### config.mk
export PLATFORM = sky130hd
export DESIGN_NAME = spi_chan_ctrl
export DESIGN_NICKNAME = d
export VERILOG_FILES = /design/src/rtl/spi_chan_pkg.sv /design/src/rtl/spi_chan_cfg.sv /design/src/rtl/spi_chan_xfer.sv /design/src/rtl/spi_chan_dreq.sv /design/src/rtl/spi_chan_ctrl.sv
export SDC_FILE = /design/constraint.sdc
export NUM_CORES = 1
export LEC_CHECK = 0
export BUFFER_PORTS_ARGS = -buffer_cell sky130_fd_sc_hd__buf_4
export CAP_MARGIN = 25
export CORE_AREA = 5 5 104 106
export CTS_BUF_LIST = sky130_fd_sc_hd__clkbuf_4
export DETAILED_ROUTE_END_ITERATION = 10
export DIE_AREA = 0 0 109 111
export PLACE_DENSITY_LB_ADDON = 0.15
export SLEW_MARGIN = 20
export SYNTH_ARGS = -nofsm -noshare
export SYNTH_HDL_FRONTEND = slang
export SYNTH_HIERARCHICAL = 1
export SYNTH_SLANG_ARGS = --single-unit
### constraint.sdc
create_clock -name clk -period 4.27 [get_ports clk]
set_input_delay 0.854 -clock clk [delete_from_list [all_inputs] [get_ports clk]]
set_output_delay 0.854 -clock clk [all_outputs]
set_load 0.02 [all_outputs]
### src/rtl/spi_chan_pkg.sv
// Shared field positions, reset value and types for the SPI channel controller.
// Assumes a 23-bit configuration word with the layout given in the brief.
package spi_chan_pkg;
    localparam int CFG_W      = 23;
    localparam int WL_W       = 5;
    localparam int WL_LSB     = 7;
    localparam int MODE_LSB   = 12;
    localparam int DMA_TX_BIT = 14;
    localparam int DMA_RX_BIT = 15;
    localparam int TURBO_BIT  = 19;
    localparam int FORCE_BIT  = 20;
    localparam int WL_MIN     = 3;
    localparam logic [CFG_W-1:0] CFG_RST = 23'h060000;

    typedef enum logic [1:0] {
        MODE_DUPLEX  = 2'd0,
        MODE_RX_ONLY = 2'd1,
        MODE_TX_ONLY = 2'd2,
        MODE_BAD     = 2'd3
    } xfer_mode_e;

    // Packed MSB first: eot is bit 2, txe bit 1, rxf bit 0.
    typedef struct packed {
        logic eot;
        logic txe;
        logic rxf;
    } chan_stat_t;

    localparam chan_stat_t STAT_RST = '{eot: 1'b0, txe: 1'b1, rxf: 1'b0};
endpackage

### src/rtl/spi_chan_cfg.sv
// Configuration and enable storage. Decodes the fields the sequencer needs and
// detects the enable rising edge. Assumes write strobes are single-cycle.
module spi_chan_cfg
    import spi_chan_pkg::*;
(
    input  logic             clk,
    input  logic             rst_n,
    input  logic             cfg_wr,
    input  logic             ctrl_wr,
    input  logic [CFG_W-1:0] wdata,
    output logic [CFG_W-1:0] cfg_q,
    output logic             en_q,
    output logic             en_rise,
    output xfer_mode_e       mode,
    output logic             turbo,
    output logic             force_sh,
    output logic             dma_tx_en,
    output logic             dma_rx_en,
    output logic [WL_W-1:0]  wlen,
    output logic             wl_err
);
    // Store the configuration word and the enable bit.
    always_ff @(posedge clk) begin
        if (!rst_n) begin
            cfg_q <= CFG_RST;
            en_q  <= 1'b0;
        end else begin
            if (cfg_wr)  cfg_q <= wdata;
            if (ctrl_wr) en_q  <= wdata[0];
        end
    end

    // Field decode and enable-edge detection.
    always_comb begin
        en_rise   = ctrl_wr && wdata[0] && !en_q;
        mode      = xfer_mode_e'(cfg_q[MODE_LSB +: 2]);
        turbo     = cfg_q[TURBO_BIT];
        force_sh  = cfg_q[FORCE_BIT];
        dma_tx_en = cfg_q[DMA_TX_BIT];
        dma_rx_en = cfg_q[DMA_RX_BIT];
        wlen      = cfg_q[WL_LSB +: WL_W];
        wl_err    = (wlen < WL_W'(WL_MIN));
    end

    a_r2_cfg_stored: assert property (@(posedge clk) disable iff (!rst_n)
        cfg_wr |=> (cfg_q == $past(wdata)));
endmodule

### src/rtl/spi_chan_xfer.sv
// Exchange sequencer. Holds the status flags and the data words, and tracks a
// pending attempt and a busy shift. It starts the engine and applies the
// completion updates and interrupt events. Assumes shift_done is ignored unless busy.
module spi_chan_xfer
    import spi_chan_pkg::*;
#(
    parameter int DATA_W = 32
) (
    input  logic              clk,
    input  logic              rst_n,
    input  logic              en,
    input  logic              en_rise,
    input  xfer_mode_e        mode,
    input  logic              turbo,
    input  logic              force_sh,
    input  logic              solo_mode,
    input  logic              tx_wr,
    input  logic              rx_rd,
    input  logic [DATA_W-1:0] wdata,
    input  logic              shift_done,
    input  logic [DATA_W-1:0] shift_rxd,
    output logic              shift_start,
    output chan_stat_t        stat_q,
    output logic [DATA_W-1:0] tx_q,
    output logic [DATA_W-1:0] rx_q,
    output logic              irq_tx_ev,
    output logic              irq_rx_ev
);
    logic       pend_q, busy_q;
    logic       rx_block, tx_block, eval, go, shifting, finish, ev_win, trig;
    logic       landed;
    chan_stat_t stat_n;

    // Gate decisions, completion and next status.
    always_comb begin
        rx_block    = stat_q.rxf && (mode != MODE_TX_ONLY) && !turbo;
        tx_block    = stat_q.txe && (mode != MODE_RX_ONLY);
        eval        = pend_q && !busy_q;
        go          = eval && en && !rx_block && !tx_block;
        shifting    = !solo_mode || force_sh;
        shift_start = go && shifting;
        landed      = busy_q && shift_done;
        finish      = (go && !shifting) || landed;
        ev_win      = (eval && en && !shift_start) || landed;
        trig        = en_rise || tx_wr || rx_rd;
        stat_n      = stat_q;
        if (finish) begin
            stat_n.eot = 1'b1;
            stat_n.txe = 1'b1;
            if (mode != MODE_TX_ONLY) stat_n.rxf = 1'b1;
        end
        if (tx_wr) stat_n.txe = 1'b0;
        if (rx_rd) stat_n.rxf = 1'b0;
    end

    // Pending attempt and busy tracking.
    always_ff @(posedge clk) begin
        if (!rst_n) begin
            pend_q <= 1'b0;
            busy_q <= 1'b0;
        end else begin
            if (trig)      pend_q <= 1'b1;
            else if (eval) pend_q <= 1'b0;
            if (shift_start)     busy_q <= 1'b1;
            else if (shift_done) busy_q <= 1'b0;
        end
    end

    // Status flags, data words and event pulses.
    always_ff @(posedge clk) begin
        if (!rst_n) begin
            stat_q    <= STAT_RST;
            tx_q      <= '0;
            rx_q      <= '0;
            irq_tx_ev <= 1'b0;
            irq_rx_ev <= 1'b0;
        end else begin
            stat_q <= stat_n;
            if (tx_wr)       tx_q <= wdata;
            else if (finish) tx_q <= '0;
            if (landed) rx_q <= shift_rxd;
            irq_rx_ev <= ev_win && stat_n.rxf && (mode != MODE_TX_ONLY) && !turbo;
            irq_tx_ev <= ev_win && stat_n.txe && (mode != MODE_RX_ONLY);
        end
    end

    a_r3_no_start_disabled: assert property (@(posedge clk) disable iff (!rst_n)
        shift_start |-> en);
    a_r10_one_outstanding: assert property (@(posedge clk) disable iff (!rst_n)
        busy_q |-> !shift_start);
    a_r7_done_flags: assert property (@(posedge clk) disable iff (!rst_n)
        (busy_q && shift_done && !tx_wr) |=> (stat_q.txe && stat_q.eot));
    a_r5_txwr_clears: assert property (@(posedge clk) disable iff (!rst_n)
        tx_wr |=> !stat_q.txe);
    a_r9_tx_ev_flag: assert property (@(posedge clk) disable iff (!rst_n)
        irq_tx_ev |-> stat_q.txe);
    a_r9_rx_ev_flag: assert property (@(posedge clk) disable iff (!rst_n)
        irq_rx_ev |-> stat_q.rxf);
endmodule

### src/rtl/spi_chan_dreq.sv
// DMA request levels derived from enable, DMA enables, mode and status.
// Purely combinational; assumes registered inputs.
module spi_chan_dreq
    import spi_chan_pkg::*;
(
    input  logic       en,
    input  logic       dma_tx_en,
    input  logic       dma_rx_en,
    input  xfer_mode_e mode,
    input  chan_stat_t stat,
    output logic       tx_dreq,
    output logic       rx_dreq
);
    // Request lines follow the current channel state.
    always_comb begin
        tx_dreq = en && dma_tx_en && stat.txe && (mode != MODE_RX_ONLY);
        rx_dreq = en && dma_rx_en && stat.rxf && (mode != MODE_TX_ONLY);
    end
endmodule

### src/rtl/spi_chan_ctrl.sv
// Top of one SPI channel controller: configuration store, exchange sequencer and
// DMA request logic. Assumes decoded single-cycle strobes and an external shift
// engine that answers start with exactly one done pulse.
module spi_chan_ctrl
    import spi_chan_pkg::*;
#(
    parameter int DATA_W = 32
) (
    input  logic              clk,
    input  logic              rst_n,
    input  logic              solo_mode,
    input  logic              cfg_wr,
    input  logic              ctrl_wr,
    input  logic              tx_wr,
    input  logic              rx_rd,
    input  logic [DATA_W-1:0] wdata,
    output logic [CFG_W-1:0]  cfg_q,
    output logic [2:0]        stat_q,
    output logic              en_q,
    output logic [DATA_W-1:0] tx_q,
    output logic [DATA_W-1:0] rx_q,
    output logic              wl_err,
    output logic              shift_start,
    output logic [WL_W-1:0]   shift_wlen,
    output logic [DATA_W-1:0] shift_txd,
    input  logic [DATA_W-1:0] shift_rxd,
    input  logic              shift_done,
    output logic              tx_dreq,
    output logic              rx_dreq,
    output logic              irq_tx_ev,
    output logic              irq_rx_ev
);
    xfer_mode_e mode;
    logic       en_rise, turbo, force_sh, dma_tx_en, dma_rx_en;
    chan_stat_t stat;

    spi_chan_cfg u_cfg (
        .clk       (clk),
        .rst_n     (rst_n),
        .cfg_wr    (cfg_wr),
        .ctrl_wr   (ctrl_wr),
        .wdata     (wdata[CFG_W-1:0]),
        .cfg_q     (cfg_q),
        .en_q      (en_q),
        .en_rise   (en_rise),
        .mode      (mode),
        .turbo     (turbo),
        .force_sh  (force_sh),
        .dma_tx_en (dma_tx_en),
        .dma_rx_en (dma_rx_en),
        .wlen      (shift_wlen),
        .wl_err    (wl_err)
    );

    spi_chan_xfer #(.DATA_W(DATA_W)) u_xfer (
        .clk         (clk),
        .rst_n       (rst_n),
        .en          (en_q),
        .en_rise     (en_rise),
        .mode        (mode),
        .turbo       (turbo),
        .force_sh    (force_sh),
        .solo_mode   (solo_mode),
        .tx_wr       (tx_wr),
        .rx_rd       (rx_rd),
        .wdata       (wdata),
        .shift_done  (shift_done),
        .shift_rxd   (shift_rxd),
        .shift_start (shift_start),
        .stat_q      (stat),
        .tx_q        (tx_q),
        .rx_q        (rx_q),
        .irq_tx_ev   (irq_tx_ev),
        .irq_rx_ev   (irq_rx_ev)
    );

    spi_chan_dreq u_dreq (
        .en        (en_q),
        .dma_tx_en (dma_tx_en),
        .dma_rx_en (dma_rx_en),
        .mode      (mode),
        .stat      (stat),
        .tx_dreq   (tx_dreq),
        .rx_dreq   (rx_dreq)
    );

    // Present the flags as a plain vector.
    always_comb stat_q = stat;

    assign shift_txd = tx_q;

    a_r8_dreq_needs_en: assert property (@(posedge clk) disable iff (!rst_n)
        (tx_dreq || rx_dreq) |-> en_q);
endmodule

==> flow_metrics.tcl, run 1 <==
set metrics [dict create \
    drt_first_iter_violations 99 \
    post_synthesis_sequential_element_count 95 \
    cts_sinks 95 \
    hold-path-endpoint "u_xfer/rx_q[16]" \
    netlist-cell-type-count 32 \
    clockBufferDepth 2 \
    post-cts-setup-buffer-count 0 \
    post_synth_inst_count 378 \
    place_congestion 0.764 \
    wl_per_cell_um 15.0 \
    grt_max_degree 65 \
    core_region_area_mm2 0.00968 \
    post_synth_most_frequent_cells "dfxtp_1 (95), nand2_1 (70), buf_4 (43), a21boi_0 (35), a22o_1 (32)" \
    die_h_um 111 \
    min_path_cells 2 \
    dp_hpwl_um 7300 \
    drt_pre_antenna_iters 4 \
    max_slew.worst_pin.slew_ns 0.535 \
    starting_utilization_of_the_core_area_pct 39.5 \
    fin_util_pct 53.7 \
    headroom_to_the_max_slew_limit_pct 64.3 \
    filler_cell_count 910 \
    row_cnt 36 \
    synth_largest_area_cell "dfxtp_1" \
    post_route_design_area_mm2 0.00520 \
    layout.nets 603 \
    timing.hold.worst.start "u_xfer/rx_q[16]" \
    seq_area_frac_synth_pct 49.7 \
    vdd_drop_max_uv 132 \
    synth_enable_flop_cells 0 \
    final_layout_size_suffix_gt1_share_pct 42.9 \
    tritoncts "built" \
    finalSetupViolCount 0 \
    global_route_wire_length_before_repair_um 15400 \
    setup_crit_start_kind "flop" \
    drcViolationCount 0 \
    cts_root_buffer "clkbuf_4" \
    avgViaCountPerCell 4.57 \
    gr-total-overflow 0 \
    dpl-instance-area_mm2 0.00508 \
    tns_ns 0 \
    postRouteAntennaNets 0 \
    reg2reg_to "u_xfer/tx_q[10]" \
    max_clock_freq_ghz 0.392 \
    power.leakage_nw 2.44 \
    antenna_cells 0 \
    netlist_top_cells_area "dfxtp_1 (50%), buf_4 (8.4%), a22o_1 (7.3%)" \
    synth.avg_cell_area_um2 10.1 \
    power_density_mw_per_mm2 329 \
    cts_inserted_buffers 9 \
    worstSkewPairLatency_ns 0.43 \
    p_r_area_growth_vs_syn_pct 36.0 \
    timing.final.max_slew_violations 0 \
    grt_setup_unrepaired "no" \
    synth_fp_nets 450 \
    path_max_fanout 6 \
    full_die_area_mm2 0.0121 \
    grt.total_usage_pct 16.1 \
    setup.reg_to_reg.worst_slack_ns 2.48 \
    maxCapViolations 0 \
    yosys_warnings 6 \
    pin_count 206 \
    min_period_over_period_pct 59.8 \
    cp-end-kind "output pin" \
    worstHoldPathType "reg -> reg" \
    first_global_vias 2993 \
    placement.io_buffers 205 \
    asyncSetResetFlopFracSynth_pct 0 \
    htreeDepth 3 \
    worstPathArrival_ns 1.70 \
    die_w_um 109 \
    finalPower_w 0.00171 \
    run_status "finished clean" \
    timing.setup.critical_path_class "reg -> out" \
    period_minus_slack_ns 2.55 \
    antenna_violations_before_repair 0 \
    synth_top_cell_area_share_pct 49.7 \
    path_clk_slew_ns 0.13 \
    worst-r2r-cell-count 6 \
    synthFlopType "dfxtp_1" \
    timing.clock.skew_ns 0.0124 \
    rr_startpoint "u_cfg/cfg_q[13]" \
    route.final.wire_length_um 10100 \
    cts.repair.resized 0 \
    hold_viol 0 \
    cts_hold_repair.buffers 0 \
    worstPathRequired_ns 3.42 \
    synthesis.area_mm2 0.00383 \
    synthMostInstantiatedCell "dfxtp_1" \
    num_vias 3056 \
]
==> layout by cell type, fill, tap and decap left out, types with 2 or more instances in the layout <==
cell type  synthesis  final
a21boi_0          35     35
nor2b_1           24     24
clkbuf_4           0     10
nand2b_4           2      2
mux2i_1           23     23
inv_1              4      4
clkinv_2           0      2
clkinv_1           0      3
buf_4             43    209
nor3_1             2      2
a22o_1            32     32
dfxtp_1           95     95
nor2_1             4      4
and2_1             2      2
nand2_1           70     70
a2111oi_0          2      2
==> layer usage <==
layer,share of wire [%],vias up,wire [µm],global-route usage [%]
met2,45,131,4580,25.1
met3,11,13,1130,6.17
met1,41,1378,4170,19.3
li1,-,1534,-,-
met5,0,-,0,0
met4,1.8,0,182,7.07
==> worst max-delay path: stages (launching register included) <==
cell	delay, ns
dfxtp_1	0.49
nand2b_4	0.09
a2bb2oi_4	0.16
nor2_1	0.06
nor3_1	0.27
buf_4	0.21
==> where the power goes <==
group,switching (W),internal (W)
Combinational,0.000147,0.000149
Sequential,0.0000289,0.000921
Clock,0.000287,0.000178
==> final cells by class <==
cell class	instances	area [µm²]	share of cell area [%]
clock buffers	10	75.1	1.44
clock inverters	6	51.3	0.986
inverters	4	15.0	0.288
multi-input cells	212	1430	27.4
flip-flops and latches	95	1900	36.5
well taps	133	166	3.20
repair buffers	209	1570	30.1
==> worst max path at each step <==
| stage | from | endpoint | cells after the start |
|---|---|---|---|
| global placement | solo_mode | shift_start | 4 |
| floorplan | u_cfg/cfg_q[8] | wl_err | 1 |
| CTS | u_cfg/cfg_q[13] | shift_start | 5 |
| finish | u_cfg/cfg_q[12] | shift_start | 5 |
| detailed placement | solo_mode | shift_start | 4 |
| global route | u_cfg/cfg_q[12] | shift_start | 5 |
==> logic make-up (layout without fill, tap and decap cells) <==
family,count (synthesis),in the layout,synth area share (%)
buffers and inverters,71,229,13.0
DFF,95,95,49.7
muxes,23,23,6.02
and+or+nand+nor,111,111,14.2
AOI/OAI and AO/OA,78,78,17.1
==> metrics by stage <==
stage	setup slack (ns)	hold WS [ns]	std cells
after floorplan	1.87	0.506	378
after global routing	1.57	0.494	669
after detailed placement	1.85	0.459	653
after global placement	1.87	0.451	653
after CTS	1.65	0.477	669
final	1.72	0.472	669
==> sequential cells by signal, indices dropped and copies added, names as in the netlist <==
| signal | count |
|---|---|
| u_xfer/pend_q | 1 |
| u_cfg/en_q | 1 |
| u_xfer/tx_q | 32 |
| u_xfer/stat_q | 3 |
| u_xfer/irq_rx_ev | 1 |
| u_xfer/rx_q | 32 |
| u_xfer/irq_tx_ev | 1 |
| u_xfer/busy_q | 1 |
| u_cfg/cfg_q | 23 |
Note: power is estimated with default switching activity, not from simulation.
==> run 2, diff against run 1 <==
- ABC_AREA: unset -> 1
- CORE_AREA: 5 5 104 106 -> 5 5 106 108
- DIE_AREA: 0 0 109 111 -> 0 0 111 113
- clock period: 4.27 -> 2.59 ns (I/O delays scaled with it)
==> run 2 against run 1 <==
First-iteration DRC count rose by 64%; clock skew rose by 0.0034 ns; routed wire length rose by 21%; flip-flop and latch count did not move; worst setup slack got worse by 1.2 ns; largest cell class unchanged.
==> flow_metrics.tcl, run 2 <==
set metrics [dict create \
    starting_utilization_of_the_core_area_pct 38.8 \
    avgViaCountPerCell 4.82 \
    cp_slowest_stage_delay_ns 0.49 \
    worstPathArrival_ns 1.54 \
    seq_area_frac_synth_pct 48.4 \
    first_global_vias 3568 \
    dp_hpwl_um 8520 \
    htreeDepth 3 \
    min_path_cells 3 \
    post_synthesis_sequential_element_count 95 \
    yosys_warnings 6 \
    worstHoldPathType "in -> reg" \
    setup_crit_start_kind "flop" \
    drt_pre_antenna_iters 4 \
    synthMostInstantiatedCell "nor2_1" \
    path_max_fanout 7 \
    drcViolationCount 0 \
    wl_per_cell_um 15.5 \
    largest_registers "u_xfer/rx_q x32, u_xfer/tx_q x32, u_cfg/cfg_q x23" \
    synth_enable_flop_cells 0 \
    worstSkewPairLatency_ns 0.45 \
    filler_cell_count 983 \
    path_buf_inv 2 \
    worstSetupEndpoint "shift_start" \
    gr-total-overflow 0 \
    critPathSlowestCell "dfxtp_1" \
    core_region_area_mm2 0.0101 \
    grt.total_usage_pct 18.3 \
    reg2reg_to "u_xfer/stat_q[0]" \
    path_clk_slew_ns 0.15 \
    timing.final.max_slew_violations 0 \
    tritoncts "built" \
    worst-r2r-cell-count 7 \
    hold_viol 0 \
    asyncSetResetFlopFracSynth_pct 0 \
    pin_count 206 \
    layout.nets 713 \
    placement.io_buffers 205 \
    crit_family "flip-flops" \
    run_status "finished clean" \
    synth_top_cell_area_share_pct 48.4 \
    timing.setup.critical_path_class "reg -> out" \
    rr_startpoint "u_cfg/cfg_q[13]" \
    setup.reg_to_reg.worst_slack_ns 0.85 \
    tns_ns 0 \
    synth_largest_area_cell "dfxtp_1" \
    synthFlopType "dfxtp_1" \
    max_clock_freq_ghz 0.485 \
    max_slew.worst_pin.slew_ns 0.597 \
    maxCapViolations 0 \
    global_route_wire_length_before_repair_um 18600 \
    critical_path_start "u_cfg/cfg_q[13]" \
    cp-end-kind "output pin" \
    min_period_over_period_pct 79.6 \
    layout.cells.most_common_list "buf_4 (208), nor2_1 (120), dfxtp_1 (95), nand2_1 (46)" \
    final_common_cell "buf_4" \
    num_vias 3763 \
    timing.clock.skew_ns 0.0158 \
    cts_root_buffer "clkbuf_4" \
    worstPathRequired_ns 2.07 \
    synth.avg_cell_area_um2 7.91 \
    die_w_um 111 \
    grt_max_degree 63 \
    antenna_violations_before_repair 0 \
    finalSetupViolCount 0 \
    full_die_area_mm2 0.0125 \
    netlist-cell-type-count 25 \
    cts_hold_repair.buffers 0 \
    post_synth_most_frequent_cells "nor2_1 (120), dfxtp_1 (95), buf_4 (48), nand2_1 (46)" \
    synth_fp_nets 569 \
    cts.repair.resized 0 \
    postRouteAntennaNets 0 \
    grt_setup_unrepaired "no" \
    post_route_design_area_mm2 0.00532 \
    place_congestion 0.743 \
    p_r_area_growth_vs_syn_pct 35.4 \
    logic_depth_of_the_worst_setup_path_including_buffers 5 \
    cts_inserted_buffers 9 \
    antenna_cells 0 \
    dpl-instance-area_mm2 0.00513 \
    route.final.wire_length_um 12100 \
    headroom_to_the_max_slew_limit_pct 60.2 \
    post_synth_inst_count 497 \
    cts_sinks 95 \
    die_h_um 113 \
    clockBufferDepth 2 \
    synthesis.area_mm2 0.00393 \
    row_cnt 37 \
    drt_first_iter_violations 162 \
    post-cts-setup-buffer-count 0 \
    cp_cell_sequence "nand2_1 > nand2_2 > nand4_1 > inv_1 > buf_4" \
    worst_hold_slack_ns 0.287 \
    final_layout_size_suffix_gt1_share_pct 37.1 \
    netlist_top_cells_area "dfxtp_1 (48%), nor2_1 (11%), buf_4 (9.2%)" \
    period_minus_slack_ns 2.06 \
    vdd_drop_max_uv 284 \
    power_density_mw_per_mm2 577 \
    power.leakage_nw 2.50 \
]
## run 2: cell count changes in the layout (fill, tap and decap cells not counted), moves of 6 or more
cell / previous run / this run
a21boi_0: 35 / 0
a21oi_1: 1 / 34
a22o_1: 32 / 0
inv_1: 4 / 13
mux2i_1: 23 / 0
nand2_1: 70 / 46
nand2_2: 0 / 6
nand4_1: 0 / 32
nor2_1: 4 / 120
nor2b_1: 24 / 0
o21ai_0: 0 / 34
o21ai_1: 0 / 21
## run 2: tightest hold or removal path, cell delays in order
cell	delay (ns)
buf_4	0.08
nor2_1	0.03
nor2_1	0.08
## run 2: layout make-up
class                   instances  area [µm²]  share of cell area, %
clock buffers                  10        75.1                   1.41
clock inverters                 5        97.6                   1.83
inverters                      19        71.3                   1.34
multi-input cells             307        1430                   26.9
flip-flops and latches         95        1900                   35.7
well taps                     136         170                   3.20
repair buffers                209        1580                   29.6
## run 2: worst min-delay path by stage
stage                    start              end  slack, ns
4_1_cts               wdata[4]   u_cfg/cfg_q[4]       0.26
3_3_place_gp   u_cfg/cfg_q[18]  u_cfg/cfg_q[18]       0.44
2_1_floorplan  u_cfg/cfg_q[14]  u_cfg/cfg_q[14]       0.49
3_5_place_dp   u_cfg/cfg_q[17]  u_cfg/cfg_q[17]       0.45
6_report              wdata[9]   u_cfg/cfg_q[9]       0.29
5_1_grt              wdata[11]  u_cfg/cfg_q[11]       0.26
## run 2: per-stage QoR
step	std cells	setup WS (ns)	util, %	power [W]
after floorplan	497	1.05	-	0.00191
after global placement	765	0.579	50.6	0.00212
after detailed placement	765	0.520	50.6	0.00213
after CTS	780	0.496	52.4	0.00310
after global routing	781	0.401	52.5	0.00321
final	781	0.528	52.5	0.00307
## run 2: where the power goes
| group | total, W | internal (W) | switching, W |
|---|---|---|---|
| logic | 0.000520 | 0.000232 | 0.000288 |
| registers | 0.00157 | 0.00152 | 0.0000529 |
| clock network | 0.000976 | 0.000489 | 0.000487 |
## run 2: routing by layer
layer / vias up / share of wire [%] / GRT usage [%]
met5: - / 0 / 0
met4: 0 / 1.0 / 5.17
met3: 11 / 6.8 / 4.60
met2: 132 / 51 / 33.1
met1: 1754 / 42 / 21.6
li1: 1866 / - / -
## run 2: kinds of logic after synthesis
kind of cell	share of synthesized area (%)
and+or+nand+nor	24.8
AOI/OAI and AO/OA	11.6
DFF	48.4
buffers and inverters	15.2
